File: config.mk
export PLATFORM = sky130hd
export DESIGN_NAME = accu_cpu
export DESIGN_NICKNAME = d
export VERILOG_FILES = /design/src/rtl/accu_cpu_pkg.sv /design/src/rtl/accu_cpu_ctrl.sv /design/src/rtl/accu_cpu_dpath.sv /design/src/rtl/accu_cpu.sv
export SDC_FILE = /design/constraint.sdc
export NUM_CORES = 1
export LEC_CHECK = 0
export ABC_CLOCK_PERIOD_IN_PS = 4580
export BUFFER_PORTS_ARGS = -buffer_cell sky130_fd_sc_hd__buf_2
export CAP_MARGIN = 15
export CORE_MARGIN = 10
export CORE_UTILIZATION = 56
export DETAILED_ROUTE_END_ITERATION = 12
export HOLD_SLACK_MARGIN = 0.08
export PLACE_DENSITY_LB_ADDON = 0.25
export SKIP_CTS_REPAIR_TIMING = 1
export SYNTH_ARGS = -nofsm -noshare
export SYNTH_HDL_FRONTEND = slang
export SYNTH_HIERARCHICAL = 1
export SYNTH_SLANG_ARGS = --single-unit
File: constraint.sdc
create_clock -name clk -period 4.58 [get_ports clk]
set_clock_uncertainty 0.1 [all_clocks]
set_input_delay 0.687 -clock clk [delete_from_list [all_inputs] [get_ports clk]]
set_output_delay 0.687 -clock clk [all_outputs]
set_load 0.01 [all_outputs]
File: src/rtl/accu_cpu_pkg.sv
package accu_cpu_pkg;

  // Opcode bytes; decode is on the full byte.
  localparam logic [7:0] OP_LOAD  = 8'h10;
  localparam logic [7:0] OP_STORE = 8'h20;
  localparam logic [7:0] OP_INC   = 8'h30;
  localparam logic [7:0] OP_DEC   = 8'h40;
  localparam logic [7:0] OP_JUMP  = 8'h50;
  localparam logic [7:0] OP_JZERO = 8'h60;
  localparam logic [7:0] OP_HALT  = 8'h70;

  // Micro-step index: fetch steps then execute steps named by opcode digit and step.
  typedef enum logic [3:0] {
    S_F0  = 4'd0,
    S_F1  = 4'd1,
    S_F2  = 4'd2,
    S_F3  = 4'd3,
    S_X11 = 4'd4,
    S_X21 = 4'd5,
    S_X31 = 4'd6,
    S_X41 = 4'd7,
    S_X51 = 4'd8,
    S_X61 = 4'd9,
    S_X71 = 4'd10,
    S_X72 = 4'd11
  } uStep_t;

  // Control lines raised by one micro-step.
  typedef struct packed {
    logic memToBus;
    logic accToBus;
    logic irToBus;
    logic addrFromIr;
    logic opLoad;
    logic irLoad;
    logic accLoad;
    logic accUp;
    logic accDn;
    logic pcInc;
    logic pcLoad;
    logic pcCheck;
    logic memWrite;
    logic stop;
  } ctrlLines_t;

  localparam int CTRL_W = $bits(ctrlLines_t);

endpackage

File: src/rtl/accu_cpu_ctrl.sv
module accu_cpu_ctrl
  import accu_cpu_pkg::*;
#(
  parameter int DATA_W = 8
) (
  input  logic              clk,
  input  logic              rst_n,
  input  logic              stepMode,
  input  logic              stepPulse,
  input  logic [DATA_W-1:0] opcode,
  output ctrlLines_t        lines,
  output logic              advance,
  output logic              halted
);

  uStep_t step, stepNext;

  assign advance = !halted && (!stepMode || stepPulse);

  // Dispatch after the last fetch step on the full opcode byte.
  function automatic uStep_t dispatch(input logic [DATA_W-1:0] op);
    uStep_t s;
    if      (op == DATA_W'(OP_LOAD))  s = S_X11;
    else if (op == DATA_W'(OP_STORE)) s = S_X21;
    else if (op == DATA_W'(OP_INC))   s = S_X31;
    else if (op == DATA_W'(OP_DEC))   s = S_X41;
    else if (op == DATA_W'(OP_JUMP))  s = S_X51;
    else if (op == DATA_W'(OP_JZERO)) s = S_X61;
    else if (op == DATA_W'(OP_HALT))  s = S_X71;
    else                              s = S_F0;
    return s;
  endfunction

  always_comb begin
    case (step)
      S_F0:    stepNext = S_F1;
      S_F1:    stepNext = S_F2;
      S_F2:    stepNext = S_F3;
      S_F3:    stepNext = dispatch(opcode);
      S_X71:   stepNext = S_X72;
      default: stepNext = S_F0;
    endcase
  end

  // Microcode: control lines for each micro-step.
  always_comb begin
    lines = '0;
    case (step)
      S_F0: begin lines.memToBus = 1'b1; lines.opLoad = 1'b1; end
      S_F1: lines.pcInc = 1'b1;
      S_F2: begin lines.memToBus = 1'b1; lines.irLoad = 1'b1; end
      S_F3: lines.pcInc = 1'b1;
      S_X11: begin
        lines.addrFromIr = 1'b1;
        lines.memToBus   = 1'b1;
        lines.accLoad    = 1'b1;
      end
      S_X21: begin
        lines.addrFromIr = 1'b1;
        lines.accToBus   = 1'b1;
        lines.memWrite   = 1'b1;
      end
      S_X31: lines.accUp = 1'b1;
      S_X41: lines.accDn = 1'b1;
      S_X51: begin lines.irToBus = 1'b1; lines.pcLoad = 1'b1; end
      S_X61: begin lines.irToBus = 1'b1; lines.pcCheck = 1'b1; end
      S_X71: lines.accToBus = 1'b1;
      S_X72: lines.stop = 1'b1;
      default: lines = '0;
    endcase
  end

  always_ff @(posedge clk or negedge rst_n) begin
    if (!rst_n) begin
      step   <= S_F0;
      halted <= 1'b0;
    end else if (advance) begin
      step <= stepNext;
      if (lines.stop) halted <= 1'b1;
    end
  end


  halt_sticky_chk: assert property (@(posedge clk) disable iff (!rst_n)
    halted |=> halted);


  step_hold_chk: assert property (@(posedge clk) disable iff (!rst_n)
    (stepMode && !stepPulse) |=> $stable(step));


  stop_sets_halt_chk: assert property (@(posedge clk) disable iff (!rst_n)
    (advance && step == S_X72) |=> halted);

endmodule

File: src/rtl/accu_cpu_dpath.sv
module accu_cpu_dpath
  import accu_cpu_pkg::*;
#(
  parameter int ADDR_W = 8,
  parameter int DATA_W = 8
) (
  input  logic              clk,
  input  logic              rst_n,
  input  ctrlLines_t        lines,
  input  logic              advance,
  input  logic [DATA_W-1:0] memRdData,
  output logic [ADDR_W-1:0] memAddr,
  output logic [DATA_W-1:0] memWrData,
  output logic              memWr,
  output logic [ADDR_W-1:0] pc,
  output logic [DATA_W-1:0] acc,
  output logic [DATA_W-1:0] ir,
  output logic [DATA_W-1:0] opReg,
  output logic [DATA_W-1:0] bus
);

  logic accZero;
  logic pcTake;

  // Shared bus: one source at a time per micro-step.
  always_comb begin
    if      (lines.memToBus) bus = memRdData;
    else if (lines.accToBus) bus = acc;
    else if (lines.irToBus)  bus = ir;
    else                     bus = '0;
  end

  assign memAddr   = lines.addrFromIr ? ADDR_W'(ir) : pc;
  assign memWrData = bus;
  assign memWr     = lines.memWrite && advance;

  // Zero detect: NOR across every accumulator bit gates the check line.
  assign accZero = ~|acc;
  assign pcTake  = lines.pcLoad || (lines.pcCheck && accZero);

  always_ff @(posedge clk or negedge rst_n) begin
    if (!rst_n) begin
      pc <= '0;
    end else if (advance) begin
      if (pcTake)           pc <= ADDR_W'(bus);
      else if (lines.pcInc) pc <= pc + 1'b1;
    end
  end

  always_ff @(posedge clk or negedge rst_n) begin
    if (!rst_n) begin
      acc <= '0;
    end else if (advance) begin
      if (lines.accLoad)    acc <= bus;
      else if (lines.accUp) acc <= acc + 1'b1;
      else if (lines.accDn) acc <= acc - 1'b1;
    end
  end

  always_ff @(posedge clk or negedge rst_n) begin
    if (!rst_n) begin
      ir    <= '0;
      opReg <= '0;
    end else if (advance) begin
      if (lines.irLoad) ir    <= bus;
      if (lines.opLoad) opReg <= bus;
    end
  end


  acc_quiet_chk: assert property (@(posedge clk) disable iff (!rst_n)
    !(advance && (lines.accLoad || lines.accUp || lines.accDn)) |=> $stable(acc));


  jz_block_chk: assert property (@(posedge clk) disable iff (!rst_n)
    (advance && lines.pcCheck && acc != '0) |=> $stable(pc));


  pc_quiet_chk: assert property (@(posedge clk) disable iff (!rst_n)
    !(advance && (lines.pcInc || lines.pcLoad || lines.pcCheck)) |=> $stable(pc));


  store_port_chk: assert property (@(posedge clk) disable iff (!rst_n)
    memWr |-> (memAddr == ADDR_W'(ir)) && (memWrData == acc));

endmodule

File: src/rtl/accu_cpu.sv
module accu_cpu
  import accu_cpu_pkg::*;
#(
  parameter int ADDR_W = 8,
  parameter int DATA_W = 8
) (
  input  logic              clk,
  input  logic              rst_n,
  input  logic              stepMode,
  input  logic              stepPulse,
  output logic [ADDR_W-1:0] memAddr,
  input  logic [DATA_W-1:0] memRdData,
  output logic [DATA_W-1:0] memWrData,
  output logic              memWr,
  output logic              halted,
  output logic [ADDR_W-1:0] dbgPc,
  output logic [DATA_W-1:0] dbgAcc,
  output logic [DATA_W-1:0] dbgIr,
  output logic [DATA_W-1:0] dbgBus,
  output logic [CTRL_W-1:0] dbgCtrl
);

  ctrlLines_t        lines;
  logic              advance;
  logic [DATA_W-1:0] opReg;

  accu_cpu_ctrl #(.DATA_W(DATA_W)) uCtrl (
    .clk       (clk),
    .rst_n     (rst_n),
    .stepMode  (stepMode),
    .stepPulse (stepPulse),
    .opcode    (opReg),
    .lines     (lines),
    .advance   (advance),
    .halted    (halted)
  );

  accu_cpu_dpath #(.ADDR_W(ADDR_W), .DATA_W(DATA_W)) uDpath (
    .clk       (clk),
    .rst_n     (rst_n),
    .lines     (lines),
    .advance   (advance),
    .memRdData (memRdData),
    .memAddr   (memAddr),
    .memWrData (memWrData),
    .memWr     (memWr),
    .pc        (dbgPc),
    .acc       (dbgAcc),
    .ir        (dbgIr),
    .opReg     (opReg),
    .bus       (dbgBus)
  );

  assign dbgCtrl = lines;

endmodule

==> flow_summary.ini <==
[power_and_ir_drop]
p_int_mw = 0.521
vdd_drop_max_uv = 187
p_leak_nw = 1.60
power_frac_comb_pct = 6.0
p_sw_mw = 0.158
powerDensity_mw_per_mm2 = 224
seq_power_share_pct = 49.1
power_frac_clock_pct = 44.9
sw_frac_of_total_pct = 23.3

[yosys]
avgSynthCellArea_um2 = 8.81
synth_area_leaders = dfrtp_1, mux2_2, o21ai_0
yosys.area_share.simple_pct = 20.6
yosys_register_bits = 37
yosys.area_share.xor_xnor_pct = 1.01
synth.net_count = 316
synth_top_family_by_area = simple AND/OR/NAND/NOR gates
synth_edf_count = 0
synth-adder-area-share_pct = 4.13
synthFlopType = dfrtp_1
seq_area_frac_synth_pct = 35.5
yosys.area.top_type_share_pct = 35.5
synth_top_cell_by_area = dfrtp_1
synth-compound-area-share_pct = 20.5
syn_area_mm2 = 0.00261
yosys-mux-area-fraction_pct = 10.2
synth_cells = 296
synthTopCellsByCount = dfrtp_1, nand2_1, o21ai_0
async_flop_share_pct = 100
ys_types = 57
synth_warnings = 6
yosysMostFrequentCell = dfrtp_1

[sta]
min_period_ns = 3.71
timing.final.crit_share_pct = 81.0
slew_viol_final = 0
rsz0062_at_grt = no
relSlewSlack_pct = 30.5
setup_tns_ns = 0
finalHoldViolCount = 0
fmax_mhz = 270
worst_pin_slew_ns = 1.04
setup_viol = 0

[cells_and_area]
num-nets-final = 375
finish.instance_area_mm2 = 0.00303
area_growth_pct = 16.2
drive_above_1_share_pct = 31.5
n_antenna_cell = 0
finalNonFillerCells = 408

[status]
outcome = finished, final reports clean

[global_routing]
grt_pass1_wl_um = 12200
antenna_found_initial = 0
grt_pass1_vias = 2427
gr-total-overflow = 0
grt_max_degree = 38
groute.usage.overall_pct = 19.5

[worst_setup_path]
cp_data_required_time_ns = 3.79
cp_slowest_cell = o22ai_1
startpoint_type = flip-flop
cp.arrival_ns = 2.92
crit_chain = nand2b_1 > o22ai_1 > a22oi_1 > o21ai_0 > buf_2
cp-end-kind = output port
critPathMaxFanout = 12
path_class = reg -> out
slowest_delay_ns = 0.74

[cts]
cts.sinks = 37
cts_buffer_depth = 2
clk_pin_slew_ns = 0.08
insertion_delay_ns = 0.29
htreeDepth = 2
cts_tree = yes
root_buffer = clkbuf_8
cts_buffers = 5

[run]
drv_cap = 0

[floorplanning]
die-area_mm2 = 0.00779
die_w_um = 88.2
die_h_um = 88.2
coreArea_mm2 = 0.00444
rows = 24
initial_utilization_pct = 58.7
pin_count = 76

[drt]
first_pass_iters = 4
wl_um = 7500
drt_iter0_drc = 190
vias_per_cell = 6.13
wire_per_inst_um = 18.4
ant_nets = 0
drcViolationCount = 0
vias = 2500

[placed_design]
place_congestion = 0.905
dp_hpwl_um = 5620
dp_cells = 400
dpl_cell_area_mm2 = 0.00291
io_buffer_count = 75

[worst_hold_path]
hold_path.class = in -> async
-- stage by stage --
stage	setup WS [ns]	hold WS, ns	utilization, %	power (mW)
6_report	0.872	0.391	68.2	0.679
2_1_floorplan	1.65	0.291	-	0.362
3_5_place_dp	1.20	0.383	65.5	0.381
3_3_place_gp	1.37	0.374	65.5	0.380
4_1_cts	0.855	0.401	68.2	0.679
5_1_grt	0.511	0.425	68.2	0.699
-- routing by layer --
| layer | global-route usage (%) | vias to the layer above | part of all wire, % |
|---|---|---|---|
| met1 | 24.5 | 1193 | 41 |
| met4 | 5.87 | 0 | 1.4 |
| met2 | 31.9 | 118 | 48 |
| met5 | 0 | - | 0 |
| li1 | - | 1176 | - |
| met3 | 5.15 | 13 | 9.5 |
-- final cells by class --
type | count | area [um^2]
Inverter | 12 | 45.0
Clock inverter | 2 | 37.5
Clock buffer | 6 | 82.6
Sequential cell | 37 | 926
Timing Repair Buffer | 78 | 398
Fill cell | 373 | 1420
Multi-Input combinational cell | 221 | 1480
Tap cell | 52 | 65.1
-- worst max-delay path, delay by kind of cell, from the launching register on --
family                 cells  cell delay [ns]
flip-flops                 1             0.60
AND/OR/NAND/NOR            1             0.24
AO/OA/AOI/OAI              3             1.54
buffers and inverters      1             0.26
-- final timing paths --
| kind | from | to | slack [ns] | cells after the start |
|---|---|---|---|---|
| max reg2reg | uCtrl/step[2] | uDpath/acc[7] | 1.18 | 9 |
| min in group clk | uDpath/opReg[3] | uDpath/opReg[3] | 0.40 | 2 |
| max | uCtrl/step[2] | dbgBus[7] | 0.87 | 5 |
| max in group asynchronous | rst_n | uDpath/opReg[6] | 3.45 | 1 |
| min | rst_n | uCtrl/step[0] | 0.39 | 1 |
| min reg2reg | uDpath/opReg[3] | uDpath/opReg[3] | 0.40 | 2 |
-- power by group through the flow --
stage	clock, mW	sequential, mW	combinational, mW
CTS	0.304	0.333	0.0414
detailed placement	0	0.340	0.0410
finish	0.305	0.333	0.0408
floorplan	0	0.338	0.0243
global placement	0	0.339	0.0406
global route	0.319	0.334	0.0459
-- cells in the final DEF (no fill, tap or decap), drive strengths merged, types with 9 or more instances in the layout --
cell	count
mux2	17
nand2	29
inv	12
nand3	11
nor3	9
nor2	21
buf	78
o21ai	32
a21oi	21
dfrtp	37
-- logic make-up (layout without fill, tap and decap cells) --
family,after synthesis,count (layout)
buffers and inverters,38,98
DFF,37,37
muxes,24,24
AOI/OAI and AO/OA,85,85
xor gates and xnor gates,3,3
and+or+nand+nor,101,101
adders and majority gates,8,8
-- registers in the layout, indices dropped and copies added (netlist names) --
name / count
uDpath/pc: 8
uDpath/ir: 8
uCtrl/halted: 1
uCtrl/step: 4
uDpath/opReg: 8
uDpath/acc: 8
(Power assumes the default switching activity.)
